### src/rtl/disp_wfifo_pkg.sv
package disp_wfifo_pkg;

  typedef enum logic [1:0] {
    TGT_VRAM  = 2'd0,
    TGT_CRAM  = 2'd1,
    TGT_VSRAM = 2'd2,
    TGT_NONE  = 2'd3
  } tgt_e;

  localparam logic [1:0] PART_WORD = 2'd0;

endpackage

### src/rtl/dwf_timer.sv
module dwf_timer #(
  parameter int CYC_W       = 16,
  parameter int LATENCY     = 3,
  parameter int WIDE_STEP   = 16,
  parameter int NARROW_STEP = 20
) (
  input  logic             clk,
  input  logic             rst,
  input  logic             wide,
  output logic [CYC_W-1:0] now,
  output logic [CYC_W-1:0] ready_at
);
  localparam logic [CYC_W-1:0] DLY_WIDE   = CYC_W'(LATENCY * WIDE_STEP);
  localparam logic [CYC_W-1:0] DLY_NARROW = CYC_W'(LATENCY * NARROW_STEP);

  always_ff @(posedge clk) begin
    if (rst) now <= '0;
    else     now <= now + CYC_W'(1);
  end

  assign ready_at = now + (wide ? DLY_WIDE : DLY_NARROW);
endmodule

### src/rtl/dwf_ring.sv
module dwf_ring
  import disp_wfifo_pkg::*;
#(
  parameter int DEPTH  = 4,
  parameter int ADDR_W = 16,
  parameter int DATA_W = 16,
  parameter int CYC_W  = 16
) (
  input  logic              clk,
  input  logic              rst,
  input  logic              push,
  input  logic [CYC_W-1:0]  in_rdy,
  input  logic [ADDR_W-1:0] in_addr,
  input  logic [DATA_W-1:0] in_data,
  input  tgt_e              in_tgt,
  input  logic [1:0]        in_part,
  input  logic              pop,
  output logic [CYC_W-1:0]  head_rdy,
  output logic [ADDR_W-1:0] head_addr,
  output logic [DATA_W-1:0] head_data,
  output tgt_e              head_tgt,
  output logic [1:0]        head_part,
  output logic              full,
  output logic              empty
);
  localparam int IDX_W = (DEPTH > 1) ? $clog2(DEPTH) : 1;

  logic [CYC_W-1:0]  m_rdy  [DEPTH];
  logic [ADDR_W-1:0] m_addr [DEPTH];
  logic [DATA_W-1:0] m_data [DEPTH];
  tgt_e              m_tgt  [DEPTH];
  logic [1:0]        m_part [DEPTH];

  logic [IDX_W-1:0] wr_q, rd_q, rd_next;
  logic             empty_q, accept;

  assign full    = (wr_q == rd_q) && !empty_q;
  assign empty   = empty_q;
  assign accept  = push && !full;
  assign rd_next = rd_q + IDX_W'(1);

  always_ff @(posedge clk) begin
    if (accept) begin
      m_rdy[wr_q]  <= in_rdy;
      m_addr[wr_q] <= in_addr;
      m_data[wr_q] <= in_data;
      m_tgt[wr_q]  <= in_tgt;
      m_part[wr_q] <= in_part;
    end
  end

  always_ff @(posedge clk) begin
    if (rst) begin
      wr_q    <= '0;
      rd_q    <= '0;
      empty_q <= 1'b1;
    end else begin
      if (accept) wr_q <= wr_q + IDX_W'(1);
      if (accept && empty_q)  rd_q <= wr_q;
      else if (pop)           rd_q <= rd_next;
      if (accept)                         empty_q <= 1'b0;
      else if (pop && (rd_next == wr_q))  empty_q <= 1'b1;
    end
  end

  assign head_rdy  = m_rdy[rd_q];
  assign head_addr = m_addr[rd_q];
  assign head_data = m_data[rd_q];
  assign head_tgt  = m_tgt[rd_q];
  assign head_part = m_part[rd_q];
endmodule

### src/rtl/dwf_commit.sv
module dwf_commit
  import disp_wfifo_pkg::*;
#(
  parameter int ADDR_W      = 16,
  parameter int DATA_W      = 16,
  parameter int CYC_W       = 16,
  parameter int CRAM_WORDS  = 64,
  parameter int VSRAM_WORDS = 40,
  parameter int VSRAM_SPAN  = 64
) (
  input  logic                           clk,
  input  logic                           rst,
  input  logic                           slot,
  input  logic [CYC_W-1:0]               now,
  input  logic                           empty,
  input  logic [CYC_W-1:0]               head_rdy,
  input  logic [ADDR_W-1:0]              head_addr,
  input  logic [DATA_W-1:0]              head_data,
  input  tgt_e                           head_tgt,
  input  logic [1:0]                     head_part,
  output logic                           pop,
  output logic                           vram_we,
  output logic [ADDR_W-1:0]              vram_addr,
  output logic [DATA_W/2-1:0]            vram_byte,
  output logic                           cram_we,
  output logic [$clog2(CRAM_WORDS)-1:0]  cram_idx,
  output logic [DATA_W-1:0]              cram_word,
  output logic                           vsram_we,
  output logic [$clog2(VSRAM_WORDS)-1:0] vsram_idx,
  output logic [DATA_W-1:0]              vsram_word
);
  localparam int BYTE_W  = DATA_W / 2;
  localparam int CRAM_AW = $clog2(CRAM_WORDS);
  localparam int SPAN_AW = $clog2(VSRAM_SPAN);
  localparam int VS_AW   = $clog2(VSRAM_WORDS);
  localparam logic [SPAN_AW:0] VS_LIMIT = (SPAN_AW + 1)'(VSRAM_WORDS);

  logic signed [CYC_W-1:0] elapsed;
  logic                    due, hi_q, whole, vs_ok;
  logic [SPAN_AW-1:0]      vs_sel;
  logic [BYTE_W-1:0]       hi_byte, lo_byte;

  assign elapsed = $signed(now - head_rdy);
  assign due     = slot && !empty && (elapsed >= 0);
  assign whole   = (head_part == PART_WORD);
  assign vs_sel  = head_addr[SPAN_AW:1];
  assign vs_ok   = {1'b0, vs_sel} < VS_LIMIT;
  assign hi_byte = head_data[DATA_W-1:BYTE_W];
  assign lo_byte = head_data[BYTE_W-1:0];
  assign pop     = due && !((head_tgt == TGT_VRAM) && whole && !hi_q);

  always_ff @(posedge clk) begin
    if (rst) begin
      vram_we  <= 1'b0;
      cram_we  <= 1'b0;
      vsram_we <= 1'b0;
      hi_q     <= 1'b0;
    end else begin
      vram_we  <= 1'b0;
      cram_we  <= 1'b0;
      vsram_we <= 1'b0;
      if (due) begin
        unique case (head_tgt)
          TGT_VRAM: begin
            vram_we <= 1'b1;
            if (whole && !hi_q) begin
              vram_addr <= head_addr;
              vram_byte <= hi_byte;
              hi_q      <= 1'b1;
            end else begin
              vram_addr <= head_addr ^ ADDR_W'(1);
              vram_byte <= (whole || !head_part[1]) ? lo_byte : hi_byte;
              hi_q      <= 1'b0;
            end
          end
          TGT_CRAM: begin
            cram_we   <= 1'b1;
            cram_idx  <= head_addr[CRAM_AW:1];
            cram_word <= head_data;
          end
          TGT_VSRAM: begin
            vsram_we   <= vs_ok;
            vsram_idx  <= vs_sel[VS_AW-1:0];
            vsram_word <= head_data;
          end
          default: ;
        endcase
      end
    end
  end
endmodule

### src/rtl/disp_write_fifo.sv
module disp_write_fifo
  import disp_wfifo_pkg::*;
#(
  parameter int DEPTH       = 4,
  parameter int ADDR_W      = 16,
  parameter int DATA_W      = 16,
  parameter int CYC_W       = 16,
  parameter int LATENCY     = 3,
  parameter int CRAM_WORDS  = 64,
  parameter int VSRAM_WORDS = 40,
  parameter int VSRAM_SPAN  = 64
) (
  input  logic                           clk,
  input  logic                           rst,
  input  logic                           wide_mode,
  input  logic                           enq_valid,
  input  logic [ADDR_W-1:0]              enq_addr,
  input  logic [DATA_W-1:0]              enq_data,
  input  logic [1:0]                     enq_target,
  input  logic [1:0]                     enq_partial,
  input  logic                           slot_strobe,
  output logic                           fifo_full,
  output logic                           fifo_empty,
  output logic                           vram_we,
  output logic [ADDR_W-1:0]              vram_addr,
  output logic [DATA_W/2-1:0]            vram_byte,
  output logic                           cram_we,
  output logic [$clog2(CRAM_WORDS)-1:0]  cram_idx,
  output logic [DATA_W-1:0]              cram_word,
  output logic                           vsram_we,
  output logic [$clog2(VSRAM_WORDS)-1:0] vsram_idx,
  output logic [DATA_W-1:0]              vsram_word
);
  logic [CYC_W-1:0]  now, ready_at, head_rdy;
  logic [ADDR_W-1:0] head_addr;
  logic [DATA_W-1:0] head_data;
  tgt_e              head_tgt;
  logic [1:0]        head_part;
  logic              retire;

  dwf_timer #(.CYC_W(CYC_W), .LATENCY(LATENCY)) u_tm (
    .clk(clk), .rst(rst), .wide(wide_mode), .now(now), .ready_at(ready_at)
  );

  dwf_ring #(.DEPTH(DEPTH), .ADDR_W(ADDR_W), .DATA_W(DATA_W), .CYC_W(CYC_W)) u_rg (
    .clk(clk), .rst(rst), .push(enq_valid),
    .in_rdy(ready_at), .in_addr(enq_addr), .in_data(enq_data),
    .in_tgt(tgt_e'(enq_target)), .in_part(enq_partial),
    .pop(retire),
    .head_rdy(head_rdy), .head_addr(head_addr), .head_data(head_data),
    .head_tgt(head_tgt), .head_part(head_part),
    .full(fifo_full), .empty(fifo_empty)
  );

  dwf_commit #(
    .ADDR_W(ADDR_W), .DATA_W(DATA_W), .CYC_W(CYC_W),
    .CRAM_WORDS(CRAM_WORDS), .VSRAM_WORDS(VSRAM_WORDS), .VSRAM_SPAN(VSRAM_SPAN)
  ) u_cm (
    .clk(clk), .rst(rst), .slot(slot_strobe), .now(now), .empty(fifo_empty),
    .head_rdy(head_rdy), .head_addr(head_addr), .head_data(head_data),
    .head_tgt(head_tgt), .head_part(head_part), .pop(retire),
    .vram_we(vram_we), .vram_addr(vram_addr), .vram_byte(vram_byte),
    .cram_we(cram_we), .cram_idx(cram_idx), .cram_word(cram_word),
    .vsram_we(vsram_we), .vsram_idx(vsram_idx), .vsram_word(vsram_word)
  );
endmodule

### config.mk
export PLATFORM = sky130hd
export DESIGN_NAME = disp_write_fifo
export DESIGN_NICKNAME = d
export VERILOG_FILES = /design/src/rtl/disp_wfifo_pkg.sv /design/src/rtl/dwf_timer.sv /design/src/rtl/dwf_ring.sv /design/src/rtl/dwf_commit.sv /design/src/rtl/disp_write_fifo.sv
export SDC_FILE = /design/constraint.sdc
export NUM_CORES = 1
export LEC_CHECK = 0
export BUFFER_PORTS_ARGS = -buffer_cell sky130_fd_sc_hd__buf_2
export CORE_UTILIZATION = 40
export DETAILED_ROUTE_END_ITERATION = 12
export PLACE_DENSITY = 0.57
export SLEW_MARGIN = 20
export SYNTH_ARGS = -nofsm -noshare
export SYNTH_HDL_FRONTEND = slang
export SYNTH_HIERARCHICAL = 1
export SYNTH_SLANG_ARGS = --single-unit
### constraint.sdc
create_clock -name clk -period 7 [get_ports clk]
set_input_delay 2.1 -clock clk [delete_from_list [all_inputs] [get_ports clk]]
set_output_delay 2.1 -clock clk [all_outputs]
set_load 0.02 [all_outputs]
Yosys cells after proc, flatten, opt, wreduce, memory -nomap -nowiden
Memory sizes are Yosys's and may differ from the RTL's. A register that Yosys moved wholly into a read port is not among the register bits.
Index checks and enable logic that the tools add are counted.
W data, S select, Z words.
Word-level totals
  RAM bits: 208
  logic and storage cells: 83
  memories kept: 5
  bits of input ports: 41
  output and inout bits: 73
  flip-flop bits (word level): 93
Cells by class
  multiplexer cells: 23
  bitwise operators: 4
  equal/unequal tests: 4
  $add $sub $neg: 5
  reductions and logical operators: 26
  magnitude comparators: 2
Memory list
  u_rg.m_addr: depth 4, bits a word 16, read ports 1, clocked after memory_dff 1, wr ports 1, RTL line dwf_ring.sv:29  | logic [ADDR_W-1:0] m_addr [DEPTH];
  u_rg.m_data: depth 4, bits a word 16, read ports 1, clocked after memory_dff 1, wr ports 1, RTL line dwf_ring.sv:30  | logic [DATA_W-1:0] m_data [DEPTH];
  u_rg.m_rdy: depth 4, bits a word 16, read ports 1, clocked after memory_dff 1, wr ports 1, RTL line dwf_ring.sv:28  | logic [CYC_W-1:0] m_rdy [DEPTH];
  u_rg.m_part: depth 4, bits a word 2, read ports 1, clocked after memory_dff 1, wr ports 1, RTL line dwf_ring.sv:32  | logic [1:0] m_part [DEPTH];
  u_rg.m_tgt: depth 4, bits a word 2, read ports 1, clocked after memory_dff 1, wr ports 1, RTL line dwf_ring.sv:31  | tgt_e m_tgt [DEPTH];
Operator list (count)
  $mux W2: 12
  $add A16 B1 Y16 const B: 1
  $add A16 B16 Y16: 1
  $ge A16 B1 Y1 const B: 1
  $mux W8: 2
  $sub A16 B16 Y16: 1
  $logic_and A1 B1 Y1: 10
  $reduce_and A3 Y1: 3
  $mux W1: 8
  $lt A6 B6 Y1 const B: 1
  $logic_not A1 Y1: 5
  $add A2 B1 Y2 const B: 2
  $eq A2 B2 Y1: 2
  $logic_not A2 Y1: 2
  $mux W4: 1
  $not A1 Y1: 4
  $reduce_bool A2 Y1: 2
  $reduce_or A3 Y1: 1
  $eq A2 B1 Y1 const B: 1
  $eq A2 B2 Y1 const B: 1
  $reduce_and A2 Y1: 1
  $reduce_or A2 Y1: 1
  $logic_or A1 B1 Y1: 1

Logic depth before layout (Yosys ltp)
Gate-level depths: netlist of run 1.
  word-level depth: 9
  mapped depth: 14
  mapped depth without buffers: 12

By module
Netlist of run 1, hierarchy kept.
By module, submodules not included
  dwf_ring: times used 1, sequential area each 6386.1 µm², area each 7933.9 µm², cells each 324
  dwf_commit: times used 1, sequential area each 2122.0 µm², area each 2742.6 µm², cells each 154
  dwf_timer: times used 1, sequential area each 320.3 µm², area each 963.4 µm², cells each 107

Worst setup path before layout of run 1
OpenSTA, ideal clock, no wires.
  kind: reg-to-reg
  start point: register with a tool-made name
  end point: register u_cm.vram_addr[0], enable pin
  buffers on the path: 2
  slack: 1479 ps
  library setup time: 474 ps
  data arrival time: 5047 ps
  stages on the path, launching flop included: 12
  path through: dfxtp_1 -> buf_2 -> buf_6 -> mux4_2 -> inv_1 -> ha_1 -> a21oi_1 -> a21oi_1 -> a2111oi_0 -> o41ai_2 -> xnor2_1 -> nor4b_1
RTL lines
  to (signal assigned): RTL line dwf_commit.sv:67  | vram_addr <= head_addr;
  to (signal assigned): RTL line dwf_commit.sv:71  | vram_addr <= head_addr ^ ADDR_W'(1);
  to (decl): RTL line dwf_commit.sv:23  | output logic [ADDR_W-1:0] vram_addr,

==> results of run 1 <==
==> layout make-up <==
cell class	instances	area [um^2]
multi-input combinational	239	2638
inverter	23	86.33
timing repair buffer	123	640.6
sequential	303	8833
clock buffer	38	812.0
clock inverter	16	207.7
fill	2400	15000
tap	384	480.5
==> cells in the final DEF (no fill, tap or decap), types with 2 or more instances in the layout <==
master,Yosys,layout
nor4_4,2,2
or3_1,5,5
xor2_1,13,13
o21ai_0,6,6
bufinv_16,0,5
a21oi_1,11,11
nor2_4,0,4
clkinv_2,0,6
nand2_1,13,13
nor4_2,1,2
nor3_1,11,11
nand4_1,5,5
mux2_2,9,9
nor2b_1,2,2
nor3b_1,2,2
inv_1,23,23
clkinv_1,0,3
buf_4,2,10
nor2_1,26,21
mux4_2,52,52
a211oi_1,4,4
nand3b_1,2,2
nand3_1,5,5
clkbuf_1,2,6
nand2b_1,4,4
edfxtp_1,276,276
ha_1,22,22
dfxtp_1,27,25
clkbuf_16,0,31
nor4_1,4,3
buf_2,9,113
mux2i_1,3,3
xnor2_1,16,16
==> power groups by stage <==
stage | clock, uW | combinational, uW | sequential (uW)
final | 1630 | 356 | 2140
after detailed placement | 0 | 365 | 2180
after CTS | 1670 | 366 | 2150
after floorplan | 0 | 250 | 2180
after global placement | 0 | 355 | 2180
after global routing | 1740 | 394 | 2150
==> worst min path at each step <==
stage	start	to	slack (ps)	depth (start not counted)
after detailed placement	u_cm/hi_q$_SDFFE_PP0P_	u_cm/hi_q$_SDFFE_PP0P_	490	2
after CTS	u_cm/hi_q$_SDFFE_PP0P_	u_cm/hi_q$_SDFFE_PP0P_	500	2
after global routing	u_cm/hi_q$_SDFFE_PP0P_	u_cm/hi_q$_SDFFE_PP0P_	530	2
after global placement	u_cm/hi_q$_SDFFE_PP0P_	u_cm/hi_q$_SDFFE_PP0P_	480	2
after floorplan	u_cm/hi_q$_SDFFE_PP0P_	u_cm/hi_q$_SDFFE_PP0P_	470	2
final	u_cm/hi_q$_SDFFE_PP0P_	u_cm/hi_q$_SDFFE_PP0P_	500	2
==> stage by stage <==
step                      worst slack (ps)  utilization  area [um^2]  instances  hold WS (ps)
after global routing                  1951       0.4772        13700       1126         528.3
after CTS                             2366       0.4772        13700       1126         502.4
after floorplan                       1479            -        11640        585         465.1
after global placement                2504       0.4417        12680       1072         483.5
final                                 2388       0.4772        13700       1126         495.1
after detailed placement              2358       0.4417        12680       1072         493.2
==> per-layer routing <==
metal  share of wire  wire (um)  track usage  vias to the layer above
met4           0.018        389      0.03757                        0
met3           0.042        893      0.02573                       27
met5               0          0            0                        -
met1            0.43       9160       0.1863                     2868
li1                -          -            -                     2588
met2            0.51      10890       0.2569                      129
==> registers in the layout (all words and copies together) (netlist names), named ones only <==
name,cells
u_rg/m_addr,64
u_rg/m_data,64
u_rg/m_rdy,64
u_cm/cram_word,16
u_cm/vram_addr,16
u_cm/vsram_word,16
u_tm/now,16
u_cm/vram_byte,8
u_rg/m_part,8
u_rg/m_tgt,8
u_cm/cram_idx,6
u_cm/vsram_idx,6
u_rg/rd_q,2
u_rg/wr_q,2
u_cm/cram_we,1
u_cm/hi_q,1
u_cm/vram_we,1
u_cm/vsram_we,1
u_rg/empty,1
==> kinds of logic after synthesis <==
family	after synthesis	share of synthesized area
compound gates	32	0.01817
xor+xnor	29	0.02182
fa+ha+maj	23	0.02537
buf+inv	43	0.01881
flops	303	0.7585
mux	64	0.1119
simple gates	91	0.04547
==> worst reg2reg max path: cells and delay by family, from the launching register on <==
kind                     cells  cell delay (ps)
AO/OA/AOI/OAI                6             1700
XOR/XNOR                     2              470
adder cells (fa/ha/maj)      1              230
buffers and inverters        2              800
flip-flops                   1              550
multiplexers                 1              610
AND/OR/NAND/NOR              1              140
==> flow_summary_export.csv, run 1 <==
group,metric,value,unit
worst_setup_path,crit_cells,13,
yosys,synth_edf_count,276,
sta,slew_headroom,0.2948,
yosys,synth_common_cells,"276 x edfxtp_1, 52 x mux4_2, 27 x dfxtp_1",
worst_setup_path,crit_fanout,39,
sta,finalHoldViolations,0,
route,vias,5612,
worst_setup_path,critical_path_class,"flip-flop to flip-flop",
cells_and_area,num_antenna_cells,0,
global_route,grt_pass1_wl,33.70,mm
worst_setup_path,cp-start-kind,"flip-flop",
worst_hold_path,hold_class,"flip-flop to flip-flop",
sta,worstMarginPinSlew,1031,ps
cts,tritoncts,"built",
yosys,synth_cells,585,
sta,slew_viol_final,0,
floorplanning,chipWidth,172.6,um
sta,finalSetupViolations,0,
cts,cts.sinks,303,
pwr,switching_share,0.2117,
cts,clk_pin_slew,60,ps
cts,cts_buffer_depth,3,
yosys,yosys.cell_count.top_type,"edfxtp_1",
floorplanning,die_height,172.6,um
pwr,p_per_area,301.4,nW/um^2
worst_setup_path,critPathMaxStageDelay,720,ps
global_route,grt_max_degree,40,
pwr,pwr-share-comb,0.086,
place,gp_congestion,0.7241,
outcome,outcome,"finished, final reports clean",
route,avgRoutedWirePerCell,18.94,um
route,ant_nets,0,
sta,finClkSkew,15.31,ps
floorplanning,initial_utilization,0.4055,
sta,fmax,216.8,MHz
cts,cts_hold_buffers,0,
yosys,synth_top_flop_cell,"edfxtp_1",
pwr,p_switching,874.0,uW
cts,post-cts-setup-buffer-count,0,
cts,cts_resized,0,
cells_and_area,area_growth,17.68,%
pwr,p_leak,0.004719,uW
yosys,asyncSetResetFlopFracSynth,0,
floorplanning,core,28700,um^2
worst_setup_path,cp-end-kind,"flip-flop",
worst_setup_path,worstPathRequired,7420,ps
flow_run,cap_viol_max_count,0,
worst_setup_path,reg2regPathDepth,13,
yosys,synthDistinctLibCells,51,
worst_setup_path,rrSetupSlack,2390,ps
global_route,grt_pass1_vias,5969,
sta,setup_tns,0,ps
yosys,syn_avg_cell_area,19.90,um^2
cts,root_buffer,"clkbuf_16",
cts,insertion_delay,540,ps
route,drtPass1Iterations,6,
cells_and_area,drive_gt1_frac,0.3329,
cts,cts_htree_levels,1,
pwr,total_power,4128,uW
floorplanning,core.rowCount,62,
yosys,netlist_area,11640,um^2
cts,cts_made_buffers,30,
worst_setup_path,worstPathCellList,"buf_4 > mux4_2 > inv_1 > ha_1 > a211oi_1 > o21ai_0 > a221oi_1 > o41ai_2 > xnor2_1 > a211oi_1 > nand2_1 > xor2_1 > a211oi_1",
worst_setup_path,crit_family,"compound AO/OA/AOI/OAI gates",
route,drc,0,
sta,rsz0062_at_grt,"no",
route,drt_iter0_drc,206,
yosys,synthTopCellsByArea,"edfxtp_1 71%, mux4_2 10%, dfxtp_1 4.6%, ha_1 2.4%, xnor2_1 1.2%",
worst_setup_path,cp.arrival,5030,ps
global_route,globalRouteTotalUtil,0.1459,
floorplanning,ios,114,
worst_setup_path,path_buf_inv,2,
yosys,yosysTopAreaCellShare,0.7120,
yosys,yosysTopAreaCell,"edfxtp_1",
yosys,synth_seq_area_share,0.7585,
worst_setup_path,slowest_stage,"buf_4",
sta,period_minus_slack,4612,ps
cells_and_area,fin_nets,784,
yosys,ys_seq_elements,303,
global_route,grt.overflow.total,0,
pwr,p_seq_frac,0.519,
pwr,p_int,3254,uW
place,dp_hpwl,13.55,mm
pwr,clock_power_share,0.394,
route,routed_via_density,4.984,
worst_setup_path,crit_top_cell,"a211oi_1",
place,io_buffers,113,
route,wl,21.33,mm
floorplanning,die_area,29790,um^2
pwr,vdd_drop_max,0.1845,mV
sta,min_period_over_period,0.6588,
yosys,syn_nets,649,
global_route,antenna_found_initial,0,
yosys,ys_warn_count,6,
Power figures use the tool's default switching activity.
==> inputs of run 2 (changes only) <==
- ABC_AREA: unset -> 1
- PLACE_DENSITY: 0.57 -> 0.59
- clock period: 7 -> 4 ns (I/O delays scaled with it)
==> flow_summary_export.csv, run 2 <==
group,metric,value,unit
outcome,outcome,"finished, final reports clean",
route,routed_via_density,4.900,
cells_and_area,final_common_cell,"edfxtp_1",
cts,insertion_delay,550,ps
sta,min_period_over_period,0.8713,
floorplanning,core.rowCount,64,
yosys,synth-compound-area-share,0.09762,
sta,finalSetupViolations,0,
yosys,synth.area.mux_share,0.007254,
global_route,globalRouteTotalUtil,0.1582,
sta,finalHoldViolations,0,
sta,fmax,286.9,MHz
yosys,synth-xor-area-share,0.008463,
global_route,grt_pass1_vias,6978,
yosys,synth_top_flop_cell,"edfxtp_1",
place,gp_congestion,0.7744,
cells_and_area,post-route-util,0.4719,
global_route,use_met2,0.2735,
floorplanning,chipWidth,178.2,um
yosys,synth_cells,909,
floorplanning,initial_utilization,0.4060,
yosys,synthTopCellsByArea,"edfxtp_1 67%, dfxtp_1 4.4%, o21ai_0 3.9%, nor2_1 3.4%, nor2_4 3.1%",
yosys,synth_seq_area_share,0.7109,
worst_setup_path,cp-end-kind,"flip-flop",
sta,period_minus_slack,3485,ps
yosys,synthDistinctLibCells,39,
global_route,grt_busiest_layer,"met2",
yosys,yosysTopAreaCellShare,0.6673,
cells_and_area,drive_gt1_frac,0.2592,
cells_and_area,num_antenna_cells,0,
cells_and_area,final.fill_count,2689,
global_route,grt_pass1_wl,38.33,mm
sta,finClkSkew,13.33,ps
yosys,syn_nets,973,
worst_hold_path,worstHoldStart,"u_cm/hi_q$_SDFFE_PP0P_",
cells_and_area,area_growth,16.23,%
route,avgRoutedWirePerCell,17.20,um
cells_and_area,top_regs,"u_rg/m_addr (64), u_rg/m_data (64), u_rg/m_rdy (64)",
worst_setup_path,cp-start-kind,"flip-flop",
yosys,ys_warn_count,6,
place,dp_hpwl,15.64,mm
yosys,yosysTopAreaCell,"edfxtp_1",
cts,root_buffer,"clkbuf_16",
cells_and_area,mostFrequentLayoutCells,"276 x edfxtp_1, 113 x buf_2, 108 x nor2_1, 97 x o21ai_0, 80 x nand2_1",
cts,tritoncts,"built",
sta,rsz0062_at_grt,"no",
yosys,asyncSetResetFlopFracSynth,0,
cts,cts_buffer_depth,3,
cells_and_area,fin_nets,1097,
worst_setup_path,crit_fanout,37,
route,drtPass1Iterations,5,
sta,worstMarginPinSlew,833.9,ps
cts,cts_made_buffers,30,
cts,cts_hold_buffers,0,
pwr,p_per_area,497.2,nW/um^2
global_route,grt.overflow.total,0,
global_route,grt_max_degree,53,
route,ant_nets,0,
floorplanning,core,30590,um^2
route,drt_iter0_drc,413,
sta,slew_headroom,0.4441,
floorplanning,die_area,31760,um^2
pwr,vdd_drop_max,0.3213,mV
worst_setup_path,worstPathRequired,4250,ps
cts,cts_htree_levels,1,
yosys,yosys.cell_count.top_type,"edfxtp_1",
global_route,use_met3,0.02408,
worst_hold_path,hold_class,"flip-flop to flip-flop",
worst_setup_path,critical_path_class,"flip-flop to flip-flop",
yosys,ys_seq_elements,303,
route,wl,24.99,mm
yosys,synth_top_family_by_area,"simple AND/OR/NAND/NOR gates",
worst_setup_path,cp.arrival,3730,ps
sta,setup_tns,0,ps
yosys,yosys.area_share.simple,0.1103,
yosys,netlist_area,12420,um^2
yosys,synth_common_cells,"276 x edfxtp_1, 114 x nor2_1, 97 x o21ai_0",
route,drc,0,
sta,fin_ws,514.8,ps
yosys,synth_edf_count,276,
place,io_buffers,113,
floorplanning,ios,114,
yosys,syn_avg_cell_area,13.66,um^2
cts,cts.sinks,303,
flow_run,cap_viol_max_count,0,
global_route,use_met1,0.2100,
yosys,synth_fa_ha_area_frac,0.02378,
sta,slew_viol_final,0,
route,vias,7119,
floorplanning,die_height,178.2,um
cts,post-cts-setup-buffer-count,0,
cts,clk_pin_slew,60,ps
global_route,antenna_found_initial,1,
place,post-place-ws,514.3,ps
cts,cts_resized,0,
pwr,p_leak,0.005228,uW
run 2: cell types whose count changed in the layout (fill, tap and decap cells not counted), moves of 8 or more:
cell and delta:
inv_1 +38, mux4_2 -52, nand2_1 +67, nand2_2 +8, nand3_1 +15, nor2_1 +87
nor2_4 +34, nor3_1 -10, o21ai_0 +91, o21ai_1 +15, o22ai_1 +22, o22ai_2 +30
xnor2_1 -12
run 2: layout make-up:
type,instances,area [um^2],area share
Timing Repair Buffer,128,728.2,0.05045
Inverter,69,261.5,0.01812
Sequential cell,303,8833,0.6119
Multi-Input combinational cell,501,3113,0.2157
Clock inverter,15,191.4,0.01326
Clock buffer,41,812.0,0.05625
Tap cell,396,495.5,0.03432
run 2: worst paths after layout:
check / end / slack (ps) / cells after the start
max: u_cm/vsram_word[15]$_DFFE_PP_ / 510 / 15
min: u_cm/hi_q$_SDFFE_PP0P_ / 490 / 2
max reg2reg: u_cm/vsram_word[15]$_DFFE_PP_ / 510 / 15
min reg2reg: u_cm/hi_q$_SDFFE_PP0P_ / 490 / 2
run 2: per-layer routing:
metal	up-vias	wire (um)
met3	27	1064
li1	3497	-
met1	3454	11280
met2	139	12280
met4	2	353
met5	-	13
run 2: kinds of logic (layout without fill, tap and decap cells):
| logic type | after synthesis | after routing |
|---|---|---|
| DFF | 303 | 303 |
| and+or+nand+nor | 270 | 270 |
| AOI/OAI and AO/OA | 188 | 188 |
| buffers and inverters | 105 | 253 |
| adders and majority gates | 23 | 23 |
| xor gates and xnor gates | 12 | 12 |
| muxes | 8 | 8 |
run 2: through the flow:
stage / instance area, um^2 / instances / power (uW) / hold slack [ps]
CTS: 14440 / 1453 / 7249 / 490.6
global route: 14440 / 1453 / 7447 / 521.8
detailed placement: 13430 / 1397 / 4437 / 477.9
finish: 14440 / 1453 / 7176 / 488.6
floorplan: 12420 / 909 / 4234 / 452.4
global placement: 13430 / 1397 / 4425 / 473.9
run 2: worst max-delay path, cell delays in order (launching register included):
cell and delay (ps):
dfxtp_4 610, buf_4 430, o21ai_0 170, o22ai_2 160, inv_1 60, ha_1 280
nand2_2 80, inv_1 40, nand2_1 60, nand2_1 50, a21oi_1 260, nand3_1 140
nand2_2 120, nand3_4 110, nor2_2 380, buf_12 220
run 2: power breakdown:
| group | switching [uW] | total [uW] | internal, uW |
|---|---|---|---|
| clock | 1130 | 2810 | 1680 |
| combinational | 465 | 682 | 217 |
| sequential | 53.0 | 3680 | 3630 |
==> inputs of run 3 (changes only) <==
- ABC_AREA: 1 -> 0
==> flow_summary_export.csv, run 3 (synthesis results as in run 1) <==
group,metric,value,unit
sta,min_period_over_period,0.8744,
cts,cts_made_buffers,29,
pwr,vdd_drop_max,0.2962,mV
pwr,p_per_area,508.6,nW/um^2
floorplanning,core.rowCount,62,
global_route,grt_pass1_wl,33.13,mm
flow_run,cap_viol_max_count,0,
cells_and_area,drive_gt1_frac,0.3449,
cells_and_area,top_regs,"u_rg/m_addr (64), u_rg/m_data (64), u_rg/m_rdy (64)",
sta,fin_ws,502.3,ps
cts,cts_hold_buffers,0,
cells_and_area,area_growth,18.30,%
cts,cts_htree_levels,1,
worst_setup_path,rrSetupSlack,500,ps
outcome,outcome,"finished, final reports clean",
route,drt_iter0_drc,338,
worst_hold_path,hold_class,"flip-flop to flip-flop",
route,ant_nets,0,
floorplanning,initial_utilization,0.4055,
route,avgRoutedWirePerCell,18.38,um
sta,setup_tns,0,ps
global_route,grt_max_degree,53,
global_route,grt_pass1_vias,5974,
sta,rsz0062_at_grt,"no",
route,vias,5622,
sta,worstMarginPinSlew,651.2,ps
worst_setup_path,cp-end-kind,"flip-flop",
sta,holdWs,511.7,ps
sta,finalSetupViolations,0,
place,gp_congestion,0.7149,
global_route,grt.overflow.total,0,
route,routed_via_density,4.949,
global_route,antenna_found_initial,1,
cells_and_area,fin_nets,794,
cts,clk_pin_slew,60,ps
route,drtPass1Iterations,4,
floorplanning,die_area,29790,um^2
place,dp_hpwl,13.64,mm
place,io_buffers,113,
cts,root_buffer,"clkbuf_16",
worst_setup_path,crit_fanout,12,
pwr,p_leak,0.004745,uW
place,post-place-ws,298.4,ps
cts,cts.sinks,303,
cts,tritoncts,"built",
sta,period_minus_slack,3498,ps
route,drc,0,
worst_setup_path,reg2regPathDepth,14,
floorplanning,chipWidth,172.6,um
worst_setup_path,worstPathRequired,4430,ps
cts,insertion_delay,530,ps
worst_setup_path,cp-start-kind,"flip-flop",
sta,finClkSkew,12.07,ps
worst_setup_path,critical_path_class,"flip-flop to flip-flop",
cells_and_area,mostFrequentLayoutCells,"276 x edfxtp_1, 113 x buf_2, 52 x mux4_2, 29 x clkbuf_16, 25 x dfxtp_1",
sta,slew_headroom,0.5658,
sta,slew_viol_final,0,
worst_setup_path,cp.arrival,3930,ps
cts,cts_buffer_depth,3,
sta,fmax,285.9,MHz
global_route,globalRouteTotalUtil,0.1433,
sta,finalHoldViolations,0,
cells_and_area,final_common_cell,"edfxtp_1",
floorplanning,die_height,172.6,um
floorplanning,ios,114,
floorplanning,core,28700,um^2
route,wl,20.87,mm
-- run 3: cell types whose count changed in the layout (fill, tap and decap cells not counted), moves of 22 or more --
cell / change
nor2_1: -87
o21ai_0: -91
nand2_1: -67
o22ai_1: -22
nor2_4: -34
inv_1: -38
o22ai_2: -30
mux4_2: +52
-- run 3: area by class of cell --
type,instances,area (um^2)
flip-flops and latches,303,8833
multi-input cells,239,2660
clock buffers,31,733.2
repair buffers,134,785.8
clock inverters,21,187.7
fillers,2389,14930
diodes,1,2.502
inverters,23,86.33
well taps,384,480.5
-- run 3: worst min-delay path by stage --
stage | slack [ps] | startpoint | endpoint | cells after the start
floorplan | 470 | u_cm/hi_q$_SDFFE_PP0P_ | u_cm/hi_q$_SDFFE_PP0P_ | 2
global placement | 480 | u_cm/hi_q$_SDFFE_PP0P_ | u_cm/hi_q$_SDFFE_PP0P_ | 2
detailed placement | 480 | u_cm/hi_q$_SDFFE_PP0P_ | u_cm/hi_q$_SDFFE_PP0P_ | 2
CTS | 500 | u_cm/hi_q$_SDFFE_PP0P_ | u_cm/hi_q$_SDFFE_PP0P_ | 2
global route | 530 | u_cm/hi_q$_SDFFE_PP0P_ | u_cm/hi_q$_SDFFE_PP0P_ | 2
finish | 510 | u_cm/hi_q$_SDFFE_PP0P_ | u_cm/hi_q$_SDFFE_PP0P_ | 2
-- run 3: worst max-delay path, stage by stage, from the launching register on --
cell and delay [ps]:
dfxtp_4 490, mux4_2 530, inv_1 70, ha_1 230, a21oi_1 130, a21oi_1 80
a2111oi_1 450, buf_4 200, o41ai_2 100, xnor2_1 170, a211oi_1 270, buf_4 210
nand2_1 70, xor2_1 150, a211oi_1 250
-- run 3: layer usage --
layer	wire, um	part of all wire	up-vias	global-route usage
li1	-	-	2614	-
met1	8882	0.43	2852	0.1830
met2	10670	0.51	124	0.2515
met3	956	0.046	30	0.02573
met4	356	0.017	2	0.03795
met5	13	0.00062	-	0
-- run 3: what timing repair did --
| action | CTS | global route |
|---|---|---|
| resized for setup | 0 | 1 |
| buffers inserted | 0 | 0 |
| setup endpoints to repair | 0 | 2 |
| hold endpoints to repair | 0 | 0 |
-- run 3: stage by stage --
stage	instances	utilization	power [uW]	area, um^2
CTS	1135	0.4795	7096	13760
global placement	1083	0.4474	4461	12840
global route	1135	0.4796	7273	13770
floorplan	585	-	4251	11670
finish	1136	0.4797	7003	13770
detailed placement	1083	0.4474	4484	12840
-- run 3: power by group --
group | switching [uW] | leakage (uW) | internal, uW
clock | 1090 | 0.000446 | 1520
combinational | 367 | 0.00156 | 284
sequential | 63.6 | 0.00274 | 3680
total | 1520 | 0.00475 | 5480
